==> config.mk <==
export PLATFORM = sky130hd
export DESIGN_NAME = pwr_mode_ctrl
export DESIGN_NICKNAME = d
export VERILOG_FILES = /design/src/rtl/pmc_pkg.sv /design/src/rtl/pmc_ctrl_reg.sv /design/src/rtl/pmc_wake.sv /design/src/rtl/pmc_seq.sv /design/src/rtl/pwr_mode_ctrl.sv
export SDC_FILE = /design/constraint.sdc
export NUM_CORES = 1
export LEC_CHECK = 0
export BUFFER_PORTS_ARGS = -buffer_cell sky130_fd_sc_hd__buf_2
export CORE_MARGIN = 2
export CORE_UTILIZATION = 40
export DETAILED_ROUTE_END_ITERATION = 7
export HOLD_SLACK_MARGIN = 0.08
export PLACE_DENSITY_LB_ADDON = 0.1
export SLEW_MARGIN = 20
export SYNTH_ARGS = -nofsm -noshare
export SYNTH_HDL_FRONTEND = slang
export SYNTH_SLANG_ARGS = --single-unit
==> constraint.sdc <==
create_clock -name clk -period 1.3 [get_ports clk]
set_input_delay 0.195 -clock clk [delete_from_list [all_inputs] [get_ports clk]]
set_output_delay 0.195 -clock clk [all_outputs]
set_load 0.1 [all_outputs]
==> src/rtl/pmc_pkg.sv <==
package pmc_pkg;

    // Control word bit positions
    localparam int BIT_WKEN  = 0;
    localparam int BIT_ULP   = 1;
    localparam int BIT_MOFF  = 2;
    localparam int BIT_LOWC  = 3;
    localparam int BIT_SWRST = 4;
    localparam int CTRL_BITS = 5;

    typedef enum logic {
        PM_RUN  = 1'b0,
        PM_DEEP = 1'b1
    } pm_state_e;

    typedef struct packed {
        logic lowcur;
        logic main_off;
        logic ulp_on;
        logic wk_en;
    } pm_ctrl_t;

    typedef struct packed {
        logic main_en;
        logic main_lc;
        logic ulp_en;
        logic core_pwr;
    } reg_sel_t;

    localparam reg_sel_t SEL_MAIN_NORM = '{main_en: 1'b1, main_lc: 1'b0, ulp_en: 1'b0, core_pwr: 1'b1};
    localparam reg_sel_t SEL_MAIN_LC   = '{main_en: 1'b1, main_lc: 1'b1, ulp_en: 1'b0, core_pwr: 1'b1};
    localparam reg_sel_t SEL_ULP       = '{main_en: 1'b0, main_lc: 1'b0, ulp_en: 1'b1, core_pwr: 1'b1};
    localparam reg_sel_t SEL_ALL_OFF   = '{main_en: 1'b0, main_lc: 1'b0, ulp_en: 1'b0, core_pwr: 1'b0};

    // Supply choice for a given mode and control word
    function automatic reg_sel_t pick_supply(pm_state_e st, pm_ctrl_t c);
        reg_sel_t s;
        if (st == PM_RUN) begin
            s = c.lowcur ? SEL_ULP : SEL_MAIN_NORM;
        end else if (c.ulp_on) begin
            s = SEL_ULP;
        end else if (c.main_off) begin
            s = SEL_ALL_OFF;
        end else begin
            s = SEL_MAIN_LC;
        end
        return s;
    endfunction

endpackage

==> src/rtl/pmc_ctrl_reg.sv <==
module pmc_ctrl_reg
    import pmc_pkg::*;
#(
    parameter int DATA_W = 8
) (
    input  logic              clk,
    input  logic              rst,
    input  logic              core_rst,
    input  logic              pin_rst,
    input  logic              wr_en,
    input  logic [DATA_W-1:0] wr_data,
    output pm_ctrl_t          ctrl,
    output logic              sw_hit,
    output logic              sw_pulse,
    output logic [DATA_W-1:0] rd_data
);

    logic     sw_q;
    pm_ctrl_t wr_fields;
    logic     unused_hi;

    assign sw_hit    = wr_en & wr_data[BIT_SWRST];
    assign unused_hi = ^wr_data[DATA_W-1:CTRL_BITS];

    always_comb begin
        wr_fields.wk_en    = wr_data[BIT_WKEN];
        wr_fields.ulp_on   = wr_data[BIT_ULP];
        wr_fields.main_off = wr_data[BIT_MOFF];
        wr_fields.lowcur   = wr_data[BIT_LOWC];
    end

    always_ff @(posedge clk) begin
        if (rst) begin
            ctrl <= '0;
            sw_q <= 1'b0;
        end else begin
            sw_q <= sw_hit;
            if (sw_hit) begin
                ctrl <= '0;
            end else if (wr_en) begin
                ctrl <= wr_fields;
            end
            if (core_rst || pin_rst) begin
                ctrl.lowcur <= 1'b0;
            end
        end
    end

    assign sw_pulse = sw_q;

    always_comb begin
        rd_data            = '0;
        rd_data[BIT_WKEN]  = ctrl.wk_en;
        rd_data[BIT_ULP]   = ctrl.ulp_on;
        rd_data[BIT_MOFF]  = ctrl.main_off;
        rd_data[BIT_LOWC]  = ctrl.lowcur;
        rd_data[BIT_SWRST] = sw_q;
    end


    swrst_selfclr_chk: assert property (@(posedge clk) disable iff (rst)
        (sw_q && !sw_hit) |=> !sw_q);


    swrst_clears_chk: assert property (@(posedge clk) disable iff (rst)
        sw_hit |=> (ctrl == '0) && sw_q);


    lowcur_clear_chk: assert property (@(posedge clk) disable iff (rst)
        (core_rst || pin_rst) |=> !ctrl.lowcur);


    ulp_hold_chk: assert property (@(posedge clk) disable iff (rst)
        !wr_en |=> $stable(ctrl.ulp_on));

endmodule

==> src/rtl/pmc_wake.sv <==
module pmc_wake (
    input  logic clk,
    input  logic rst,
    input  logic in_deep,
    input  logic wk_en,
    input  logic wake_pin,
    input  logic wake_ack,
    input  logic clr,
    output logic wake_evt,
    output logic wake_req
);

    logic pin_q;

    assign wake_evt = in_deep & wk_en & (wake_pin != pin_q);

    always_ff @(posedge clk) begin
        if (rst) begin
            pin_q    <= 1'b0;
            wake_req <= 1'b0;
        end else begin
            pin_q <= wake_pin;
            if (clr) begin
                wake_req <= 1'b0;
            end else if (wake_evt) begin
                wake_req <= 1'b1;
            end else if (wake_ack) begin
                wake_req <= 1'b0;
            end
        end
    end


    wake_set_chk: assert property (@(posedge clk) disable iff (rst)
        (wake_evt && !clr) |=> wake_req);


    wake_ignored_chk: assert property (@(posedge clk) disable iff (rst)
        (!wake_req && !wk_en) |=> !wake_req);


    wake_hold_chk: assert property (@(posedge clk) disable iff (rst)
        (wake_req && !wake_ack && !clr) |=> wake_req);

endmodule

==> src/rtl/pmc_seq.sv <==
module pmc_seq
    import pmc_pkg::*;
(
    input  logic     clk,
    input  logic     rst,
    input  logic     force_run,
    input  logic     wake_evt,
    input  logic     wake_req,
    input  logic     sleep_req,
    input  pm_ctrl_t ctrl,
    output logic     in_deep,
    output reg_sel_t sel
);

    pm_state_e state_q, state_d;

    always_comb begin
        state_d = state_q;
        if (force_run || wake_evt) begin
            state_d = PM_RUN;
        end else if (state_q == PM_RUN && sleep_req && !wake_req) begin
            state_d = PM_DEEP;
        end
    end

    always_ff @(posedge clk) begin
        if (rst) begin
            state_q <= PM_RUN;
            sel     <= SEL_MAIN_NORM;
        end else begin
            state_q <= state_d;
            sel     <= pick_supply(state_d, ctrl);
        end
    end

    assign in_deep = (state_q == PM_DEEP);


    pwr_src_chk: assert property (@(posedge clk) disable iff (rst)
        sel.core_pwr |-> (sel.main_en || sel.ulp_en));


    sleep_entry_chk: assert property (@(posedge clk) disable iff (rst)
        (!in_deep && sleep_req && !wake_req && !force_run) |=> in_deep);


    wake_exit_chk: assert property (@(posedge clk) disable iff (rst)
        wake_evt |=> !in_deep);


    deep_ulp_chk: assert property (@(posedge clk) disable iff (rst)
        (in_deep && $past(ctrl.ulp_on)) |-> (sel.ulp_en && !sel.main_en));


    deep_off_chk: assert property (@(posedge clk) disable iff (rst)
        (in_deep && $past(!ctrl.ulp_on && ctrl.main_off)) |-> !sel.core_pwr);

endmodule

==> src/rtl/pwr_mode_ctrl.sv <==
module pwr_mode_ctrl
    import pmc_pkg::*;
#(
    parameter int DATA_W = 8
) (
    input  logic              clk,
    input  logic              rst,
    input  logic              core_rst,
    input  logic              pin_rst,
    input  logic              wr_en,
    input  logic [DATA_W-1:0] wr_data,
    output logic [DATA_W-1:0] rd_data,
    input  logic              sleep_req,
    input  logic              wake_pin,
    input  logic              wake_pol,
    input  logic              wake_ack,
    output logic              wake_req,
    output logic              pull_dn,
    output logic              main_en,
    output logic              main_lowcur,
    output logic              ulp_en,
    output logic              core_pwr,
    output logic              rtc_clr
);

    pm_ctrl_t ctrl;
    reg_sel_t sel;
    logic     sw_hit;
    logic     in_deep;
    logic     wake_evt;

    pmc_ctrl_reg #(.DATA_W(DATA_W)) u_ctrl (
        .clk      (clk),
        .rst      (rst),
        .core_rst (core_rst),
        .pin_rst  (pin_rst),
        .wr_en    (wr_en),
        .wr_data  (wr_data),
        .ctrl     (ctrl),
        .sw_hit   (sw_hit),
        .sw_pulse (rtc_clr),
        .rd_data  (rd_data)
    );

    pmc_wake u_wake (
        .clk      (clk),
        .rst      (rst),
        .in_deep  (in_deep),
        .wk_en    (ctrl.wk_en),
        .wake_pin (wake_pin),
        .wake_ack (wake_ack),
        .clr      (sw_hit),
        .wake_evt (wake_evt),
        .wake_req (wake_req)
    );

    pmc_seq u_seq (
        .clk       (clk),
        .rst       (rst),
        .force_run (core_rst | pin_rst),
        .wake_evt  (wake_evt),
        .wake_req  (wake_req),
        .sleep_req (sleep_req),
        .ctrl      (ctrl),
        .in_deep   (in_deep),
        .sel       (sel)
    );

    assign pull_dn     = ctrl.wk_en & wake_pol;
    assign main_en     = sel.main_en;
    assign main_lowcur = sel.main_lc;
    assign ulp_en      = sel.ulp_en;
    assign core_pwr    = sel.core_pwr;

endmodule

* After elaboration in Yosys (flattened, before gate mapping)
Cells that the tools add are included.
Operators by class: equal/unequal tests 1, muxes and demuxes 8, reduce and logical (&&, ||, !) cells 8, bitwise gates (word level) 6
Operator list (count):
- 4-bit 2-to-1 mux | 4
- 1-bit AND | 4
- 1-bit 2-to-1 mux | 4
- 3-bit OR reduction | 1
- 1-bit logical AND | 2
- 1-bit logical OR | 2
- 2-bit nonzero test | 1
- 2-bit OR reduction | 1
- 1-bit zero test | 1
- 1-bit != test | 1
- 1-bit inverter | 1
- 1-bit bitwise OR | 1
Word-level totals: logic and storage cells 35, flip-flop bits (word level) 12

* Logic depth before layout (Yosys ltp)
Gate-level depths: netlist (run 1).
depth after elaboration 6, gate-level depth with buffers 3

* Cells and area by module
From an unflattened synthesis (run 1), not the netlist that was laid out.
Second synthesis, totals: cells, all modules 55, area, all modules 546.8 µm²
By module, submodules not included:
- pmc_ctrl_reg | sequential area each 100.1 µm², area an instance 261.5 µm², cells an instance 28, times used 1
- pmc_seq | sequential area each 100.1 µm², area an instance 182.7 µm², cells an instance 17, times used 1
- pmc_wake | sequential area each 40.0 µm², area an instance 90.1 µm², cells an instance 8, times used 1
- pwr_mode_ctrl | sequential area each 0.0 µm², area an instance 12.5 µm², cells an instance 2, times used 1

* Least setup slack after synthesis (run 1)
Ideal clock, no wire load.
path kind reg-to-reg, from reg u_wake.wake_req, to reg, netlist name u_seq.sel[1], arrival 1.809 ns, library setup time 0.121 ns, period minus slack after synthesis 1.930 ns, stages on the path, launching flop included 4, path slack -0.630 ns, path through dfxtp_1 and2b_2 o221a_2 mux2_4
Between the ends: word-level cells in the longest chain between the ends 5
RTL lines:
- from (decl) | RTL line pmc_wake.sv:10 | output logic wake_req
- from (signal assigned) | RTL line pmc_wake.sv:20 | wake_req <= 1'b0;
- from (signal assigned) | RTL line pmc_wake.sv:24 | wake_req <= 1'b0;
- from (signal assigned) | RTL line pmc_wake.sv:26 | wake_req <= 1'b1;
- 1-bit zero test | RTL line pmc_seq.sv:21 | end else if (state_q == PM_RUN && sleep_req && !wake_req) begin
- 1-bit logical AND | RTL line pmc_seq.sv:21
- 1-bit 2-to-1 mux | RTL line pmc_seq.sv:21
- 1-bit 2-to-1 mux | RTL line pmc_seq.sv:19 | if (force_run || wake_evt) begin
- 4-bit 2-to-1 mux | RTL line pmc_pkg.sv:38 | if (st == PM_RUN) begin
No other way between the ends. A chain may end at the register's enable or synchronous reset.

* Final worst setup path (run 1)
from reg, netlist name u_ctrl.ctrl[2], to out rd_data[2]
RTL lines:
- to (decl) | RTL line pwr_mode_ctrl.sv:12 | output logic [DATA_W-1:0] rd_data,
No word-level cell between the ends.

==> run_results.csv, run 1 <==
group,metric,value,unit
status,status,"complete, no violations",
routing,drtIter0Drc,8,
timing,hold_slack,0.153,ns
routing,vias_per_cell,4.91,
cts,clock_latency,0.28,ns
timing,setup_viol,0,
layout,instances_no_fill,96,
worst_setup_path,path_buf_inv,1,
routing,drt_first_pass_iters,4,
timing,fin_crit_sh,0.973,
worst_setup_path,critPathKind,"flop to output pin",
global_route,overflow,0,
worst_setup_path,crit_arrival,1.07,ns
worst_setup_path,cp_max_fo,5,
layout,layout-drive-gt1-share,0.543,
timing,clock-skew-final,0.00224,ns
yosys,yosysTopAreaCellShare,0.449,
die,start_util,0.422,
power,ir_worst_vdd,0.592,mV
flow_run,cap_viol_max_count,0,
routing,ant_nets,0,
timing,fin_setup_tns,0,ns
yosys,synth_warnings,0,
layout,postLayoutCoreUtil,0.585,
yosys,synth.area.top_cells,"dfxtp_1, buf_4, nand2_1",
layout,layout.nets,99,
die,core,0.00127,mm2
layout,antennaDiodeCount,0,
yosys,yosysUniqueCellTypes,23,
yosys,async_flop_share,0,
placement,place.gp.congestion,0.716,
yosys,synth-seq-area-share,0.449,
routing,drc,0,
placement,placedCellCount,92,
yosys,synth.most_common_cell,"dfxtp_1",
yosys,synth_edf_count,0,
cts,cts_buffers,3,
global_route,grtUsageTotal,0.156,
worst_setup_path,cp.required,1.11,ns
worst_setup_path,slowest_stage,"buf_2",
yosys,yosys-top-cells-count,"dfxtp_1, nand2_1, buf_4",
worst_setup_path,crit_chain,"buf_2",
routing,avgRoutedWirePerCell,11.2,um
global_route,grt_max_degree,14,
worst_setup_path,startpoint_type,"flop",
cts,clock_sinks,12,
hold_path,hp-class,"input port to flop",
global_route,grt_pass1_vias,392,
cts,cts_root_buf,"clkbuf_4",
global_route,antenna_found_initial,0,
yosys,synthFlopType,"dfxtp_1",
yosys,synth-seq-cells,12,
timing,hold_viol,0,
timing,slew_viol_final,0,
global_route,grt_pass1_wl,1.56,mm
worst_setup_path,end_kind,"output pin",
placement,numPortBuffers,25,
worst_setup_path,crit_path_max_incr_delay,0.43,ns
die,die_w,40.6,um
yosys,synth_cells,54,
timing,rsz0062_at_grt,"false",
die,rows,13,
timing,fin_crit,1.26,ns
placement,dpl.hpwl,809,um
yosys,yosysTopAreaCell,"dfxtp_1",
yosys,avgSynthCellArea,9.92,um2
cts,cts_max_level,1,
cts,path_clk_slew,0.08,ns
cts,clock_path_buffers,2,
timing,clock.fmax,791,MHz
power,power_leakage,0.000344,uW
routing,num_vias,471,
die,die_height,40.6,um
power,p_per_area,1190,mW/mm2
layout,syn2layout_area_growth,38.6,%
cts,cts_tree,"done",
cts,cts_setup_buffers,0,
yosys,syn-cell-area,536,um2
die,io-pin-count,32,
die,dieArea,0.00165,mm2
routing,wl,1.07,mm
worst_setup_path,crit_family,"buffers and inverters",
metrics by stage:
| stage | instance area [um2] | setup WS, ns | total power, uW |
|---|---|---|---|
| after detailed placement | 699 | 0.0413 | 584 |
| after global routing | 742 | 0.00296 | 916 |
| after global placement | 699 | 0.0613 | 583 |
| after CTS | 736 | 0.00713 | 885 |
| final | 742 | 0.0353 | 881 |
| after floorplan | 552 | -0.158 | 542 |
report_power, final:
group | switching, uW | internal (uW)
Combinational | 143 | 51.6
Clock | 134 | 171
Sequential | 6.56 | 376
path summary, 6_finish.rpt:
kind                                       to                    startpoint  depth (start not counted)  slack, ns
setup / recovery                   rd_data[2]   u_ctrl.ctrl[2]$_SDFFE_PP0P_                          1       0.04
hold / removal    u_ctrl.ctrl[3]$_SDFFE_PP0P_                      core_rst                          2       0.15
hold reg to reg       u_seq.sel[2]$_SDFF_PP0_   u_ctrl.ctrl[2]$_SDFFE_PP0P_                          1       0.45
setup reg to reg      u_seq.sel[1]$_SDFF_PP0_  u_wake.wake_req$_SDFFE_PP0P_                          3       0.05
worst register-to-register path, delay by kind of cell (launching register included):
| family | cells | cell delay (ns) |
|---|---|---|
| mux | 1 | 0.29 |
| compound gates | 1 | 0.27 |
| simple gates | 1 | 0.22 |
| flops | 1 | 0.35 |
area by class of cell:
cell class                      instances  area, um2
Timing Repair Buffer                   27        173
Tap cell                               15       18.8
Fill cell                             122        527
Inverter                                2       7.51
Multi-Input combinational cell         36        256
Clock buffer                            4       36.3
Sequential cell                        12        250
kinds of logic after synthesis:
| family | after synthesis | share of synthesized area |
|---|---|---|
| DFF | 12 | 0.449 |
| AOI/OAI and AO/OA | 7 | 0.105 |
| other | 1 | 0.00700 |
| xor gates and xnor gates | 1 | 0.0304 |
| buffers and inverters | 8 | 0.0911 |
| and+or+nand+nor | 23 | 0.271 |
| muxes | 2 | 0.0467 |
state kept, by name, summed over array words and instances (netlist names):
signal           count
u_ctrl.ctrl          4
u_ctrl.sw_pulse      1
u_seq.in_deep        1
u_seq.sel            4
u_wake.pin_q         1
u_wake.wake_req      1
layout by cell type, fill, tap and decap left out:
master and count:
buf_2 22, nand2_1 6, dfxtp_1 6, dfxtp_2 5, nor2_1 4, clkbuf_4 4
nor2b_1 3, nand3b_1 3, a21oi_1 3, conb_1 3, inv_1 2, nor4_1 2
buf_12 2, buf_4 2, and2_4 1, xnor2_2 1, and2b_2 1, nor2_8 1
o221a_2 1, mux2i_1 1, o22ai_1 1, and3b_1 1, a2bb2oi_1 1, o221ai_2 1
or4b_1 1, mux2_4 1, clkbuf_8 1, dfxtp_4 1
layer usage:
layer  share of wire  track usage
met1            0.42        0.175
met2            0.46        0.226
met3           0.075       0.0500
met4           0.045        0.150
met5               0            0
timing repair:
item / in CTS / in global routing
setup endpoints to repair: 0 / 3
hold buffers: 0 / 0
resized for setup: 0 / 3
endpoints found under the hold margin: 0 / 0
(Power assumes the default switching activity.)
==> run 2: changes to the inputs <==
ABC_AREA = 1   (was not set)
CORE_UTILIZATION = 41   (was 40)
==> run_results.csv, run 2 <==
group,metric,value,unit
status,status,"complete, no violations",
die,core,0.00128,mm2
cts,clock_path_buffers,2,
worst_setup_path,slowest_stage,"buf_2",
global_route,grtUsageTotal,0.145,
cts,path_clk_slew,0.07,ns
cts,cts_setup_buffers,0,
worst_setup_path,cp_max_fo,4,
die,start_util,0.435,
yosys,async_flop_share,0,
routing,avgRoutedWirePerCell,8.60,um
layout,layout_commonest_cell,"buf_2",
worst_setup_path,cp.required,1.11,ns
routing,ant_nets,0,
global_route,grt_max_degree,7,
routing,drtIter0Drc,14,
power,ir_worst_vdd,0.541,mV
worst_setup_path,crit_family,"buffers and inverters",
die,die_w,40.9,um
timing,fin_setup_tns,0,ns
cts,cts_max_level,1,
worst_setup_path,critPathKind,"flop to output pin",
cts,clock_sinks,12,
global_route,grt_pass1_wl,1.49,mm
timing,setup_ws,0.0612,ns
die,io-pin-count,32,
worst_setup_path,crit_path_max_incr_delay,0.43,ns
global_route,antenna_found_initial,0,
power,total_power,813,uW
worst_setup_path,path_buf_inv,1,
placement,pre_cts_ws,0.270,ns
placement,placedCellCount,111,
timing,slew_viol_final,0,
layout,fin_area,736,um2
layout,reg_top3,"u_ctrl.ctrl x4, u_seq.sel x4",
worst_setup_path,crit_chain,"buf_2",
placement,numPortBuffers,25,
routing,num_vias,495,
yosys,synthFlopType,"dfxtp_1",
timing,setup_viol,0,
placement,place.gp.congestion,0.708,
layout,antennaDiodeCount,0,
yosys,syn-cell-area,559,um2
timing,clock-skew-final,0.00317,ns
routing,drc,0,
yosys,yosysUniqueCellTypes,19,
placement,dpl.hpwl,821,um
global_route,overflow,0,
yosys,yosysTopAreaCellShare,0.430,
timing,fin_crit_sh,0.953,
layout,instances_no_fill,114,
yosys,avgSynthCellArea,7.56,um2
flow_run,cap_viol_max_count,0,
timing,fin_crit,1.24,ns
global_route,grt_pass1_vias,395,
routing,drt_first_pass_iters,5,
timing,clock.fmax,807,MHz
layout,layout-drive-gt1-share,0.444,
yosys,synth_cells,74,
die,die_height,40.9,um
power,power_leakage,0.000393,uW
cts,cts_root_buf,"clkbuf_4",
hold_path,hp-class,"input port to flop",
layout,layout.nets,118,
cts,clock_latency,0.26,ns
layout,syn2layout_area_growth,31.5,%
routing,wl,980,um
power,p_per_area,1110,mW/mm2
yosys,synth_edf_count,0,
placement,postPlaceCellArea,709,um2
routing,vias_per_cell,4.34,
timing,rsz0062_at_grt,"false",
layout,final_cell_mix,"buf_2, nand2_1, inv_1, nor2_1",
yosys,synth-seq-cells,12,
yosys,synth_warnings,0,
timing,hold_viol,0,
yosys,synth-seq-area-share,0.430,
die,rows,13,
cts,cts_hold_buf,0,
worst_setup_path,end_kind,"output pin",
worst_setup_path,startpoint_type,"flop",
worst_setup_path,crit_arrival,1.04,ns
yosys,synth.most_common_cell,"nand2_1",
yosys,yosysTopAreaCell,"dfxtp_1",
cts,cts_tree,"done",
cts,cts_buffers,3,
yosys,yosys-top-cells-count,"nand2_1, dfxtp_1, inv_1",
yosys,synth.area.top_cells,"dfxtp_1, nand2_1, buf_4",
die,dieArea,0.00168,mm2
[run 2: per-layer routing]
metal / part of all wire / track usage / wire length [um] / vias to the layer above
met4: 0.0051 / 0.0750 / 5 / 0
met1: 0.41 / 0.144 / 400 / 204
li1: - / - / - / 268
met2: 0.49 / 0.234 / 476 / 21
met3: 0.099 / 0.0870 / 97 / 2
met5: 0 / 0 / 0 / -
[run 2: report_power, final]
part / switching [uW] / internal, uW
combinational: 167 / 45.4
clock: 106 / 107
sequential: 7.86 / 381
[run 2: kinds of logic after synthesis]
group | share of synthesized area
flip-flops | 0.430
AO/OA/AOI/OAI | 0.0738
AND/OR/NAND/NOR | 0.336
other | 0.00670
buffers and inverters | 0.154
[run 2: stage by stage]
stage	hold WS [ns]	utilization
2_1_floorplan	0.260	-
3_3_place_gp	0.424	0.552
3_5_place_dp	0.433	0.552
4_1_cts	0.162	0.570
5_1_grt	0.158	0.573
6_report	0.164	0.573
[run 2: cell type report]
| cell class | instances | area (um2) |
|---|---|---|
| sequential | 12 | 248 |
| multi-input combinational | 46 | 240 |
| fill | 128 | 549 |
| tap | 15 | 18.8 |
| timing repair buffer | 25 | 158 |
| inverter | 13 | 48.8 |
| clock buffer | 3 | 22.5 |
[run 2: final timing paths]
path / from / to / slack (ns) / cells after the start
worst max-delay path: u_ctrl.ctrl[2]$_SDFFE_PP0P_ / rd_data[2] / 0.06 / 1
worst min-delay path: wake_pin / u_wake.pin_q$_SDFF_PP0_ / 0.16 / 3
worst max register to register: u_wake.wake_req$_SDFFE_PP0P_ / u_seq.sel[3]$_SDFF_PP1_ / 0.33 / 6
worst min register to register: u_ctrl.ctrl[2]$_SDFFE_PP0P_ / u_seq.sel[0]$_SDFF_PP1_ / 0.45 / 1
[run 2: what timing repair did]
action                                  CTS  global route
hold endpoints to repair                  0             0
endpoints found under the setup margin    0             2
gates resized for setup                   0             2
==> run 3: changes to the inputs <==
REMOVE_ABC_BUFFERS = 1   (was not set)
==> run_results.csv, run 3 (synthesis gave the netlist of run 2 again) <==
group,metric,value,unit
layout,final_cell_mix,"buf_2, nand2_1, dfxtp_1, inv_1, nor2_1",
worst_setup_path,startpoint_type,"flop",
cts,cts_setup_buffers,0,
timing,clock-skew-final,0.00332,ns
placement,place.gp.congestion,0.710,
global_route,grtUsageTotal,0.166,
routing,drt_first_pass_iters,4,
timing,slew_viol_final,0,
cts,cts_max_level,1,
layout,layout_commonest_cell,"buf_2",
worst_setup_path,crit_chain,"buf_2",
layout,layout-drive-gt1-share,0.400,
global_route,grt_max_degree,8,
cts,cts_buffers,3,
cts,cts_tree,"done",
global_route,overflow,0,
die,dieArea,0.00168,mm2
routing,avgRoutedWirePerCell,9.26,um
cts,cts_root_buf,"clkbuf_4",
placement,numPortBuffers,25,
routing,vias_per_cell,4.52,
worst_setup_path,r2r_slack,0.34,ns
cts,clock_path_buffers,2,
routing,wl,1.07,mm
power,ir_worst_vdd,0.947,mV
layout,antennaDiodeCount,0,
timing,hold_viol,0,
die,start_util,0.435,
worst_setup_path,cp_max_fo,2,
cts,clock_sinks,12,
layout,reg_top3,"u_ctrl.ctrl x4, u_seq.sel x4",
placement,dpl.hpwl,865,um
layout,layout.nets,118,
global_route,antenna_found_initial,0,
timing,fin_crit,1.23,ns
timing,setup_ws,0.0742,ns
die,io-pin-count,32,
timing,setup_viol,0,
die,die_w,40.9,um
global_route,grt_pass1_wl,1.70,mm
layout,syn2layout_area_growth,37.8,%
worst_setup_path,end_kind,"output pin",
timing,rsz0062_at_grt,"false",
die,rows,13,
worst_setup_path,crit_arrival,1.03,ns
die,die_height,40.9,um
global_route,grt_pass1_vias,431,
worst_setup_path,critPathKind,"flop to output pin",
power,power_leakage,0.000405,uW
layout,num-fill-cells,132,
cts,path_clk_slew,0.08,ns
flow_run,cap_viol_max_count,0,
placement,pre_cts_ws,0.280,ns
routing,drc,0,
worst_setup_path,cp.required,1.11,ns
timing,fin_setup_tns,0,ns
cts,cts_hold_buf,0,
timing,fin_crit_sh,0.943,
worst_setup_path,crit_path_max_incr_delay,0.42,ns
hold_path,hp-class,"input port to flop",
die,core,0.00128,mm2
status,status,"complete, no violations",
power,p_per_area,1170,mW/mm2
routing,ant_nets,0,
worst_setup_path,crit_family,"buffers and inverters",
cts,clock_latency,0.27,ns
routing,num_vias,520,
worst_setup_path,path_buf_inv,1,
cts,cts_resized,0,
timing,clock.fmax,816,MHz
worst_setup_path,slowest_stage,"buf_2",
routing,drtIter0Drc,6,
[run 3: worst paths after layout]
path / start / to / depth (start not counted)
setup / recovery: u_wake.wake_req$_SDFFE_PP0P_ / wake_req / 1
hold / removal: wake_pin / u_wake.pin_q$_SDFF_PP0_ / 3
setup reg to reg: u_wake.wake_req$_SDFFE_PP0P_ / u_seq.sel[3]$_SDFF_PP1_ / 6
hold reg to reg: u_ctrl.ctrl[0]$_SDFFE_PP0P_ / u_ctrl.ctrl[0]$_SDFFE_PP0P_ / 2
[run 3: metrics by stage]
step / hold slack [ns] / std cells / cell area (um2) / total power [uW] / utilization
after floorplan: 0.264 / 71 / 529 / 557 / -
after global placement: 0.427 / 111 / 733 / 616 / 0.571
after detailed placement: 0.437 / 111 / 733 / 618 / 0.571
after CTS: 0.146 / 115 / 769 / 913 / 0.599
after global routing: 0.152 / 115 / 771 / 946 / 0.600
final: 0.149 / 115 / 771 / 904 / 0.600
[run 3: routing by layer]
| metal | vias to the layer above | wire, um | track usage |
|---|---|---|---|
| li1 | 269 | - | - |
| met1 | 227 | 424 | 0.168 |
| met2 | 22 | 547 | 0.277 |
| met3 | 2 | 86 | 0.103 |
| met4 | 0 | 6 | 0.0500 |
| met5 | - | 0 | 0 |
[run 3: layout make-up]
class / count / area [um2] / share of cell area
Timing Repair Buffer: 25 / 185 / 0.240
Clock buffer: 4 / 36.3 / 0.0471
Multi-Input combinational cell: 46 / 240 / 0.312
Tap cell: 15 / 18.8 / 0.0244
Sequential cell: 12 / 241 / 0.313
Inverter: 13 / 48.8 / 0.0633
[run 3: power breakdown]
part / internal, uW / total, uW / switching [uW]
Sequential: 379 / 389 / 10.2
Clock: 170 / 294 / 124
Combinational: 53.2 / 220 / 167
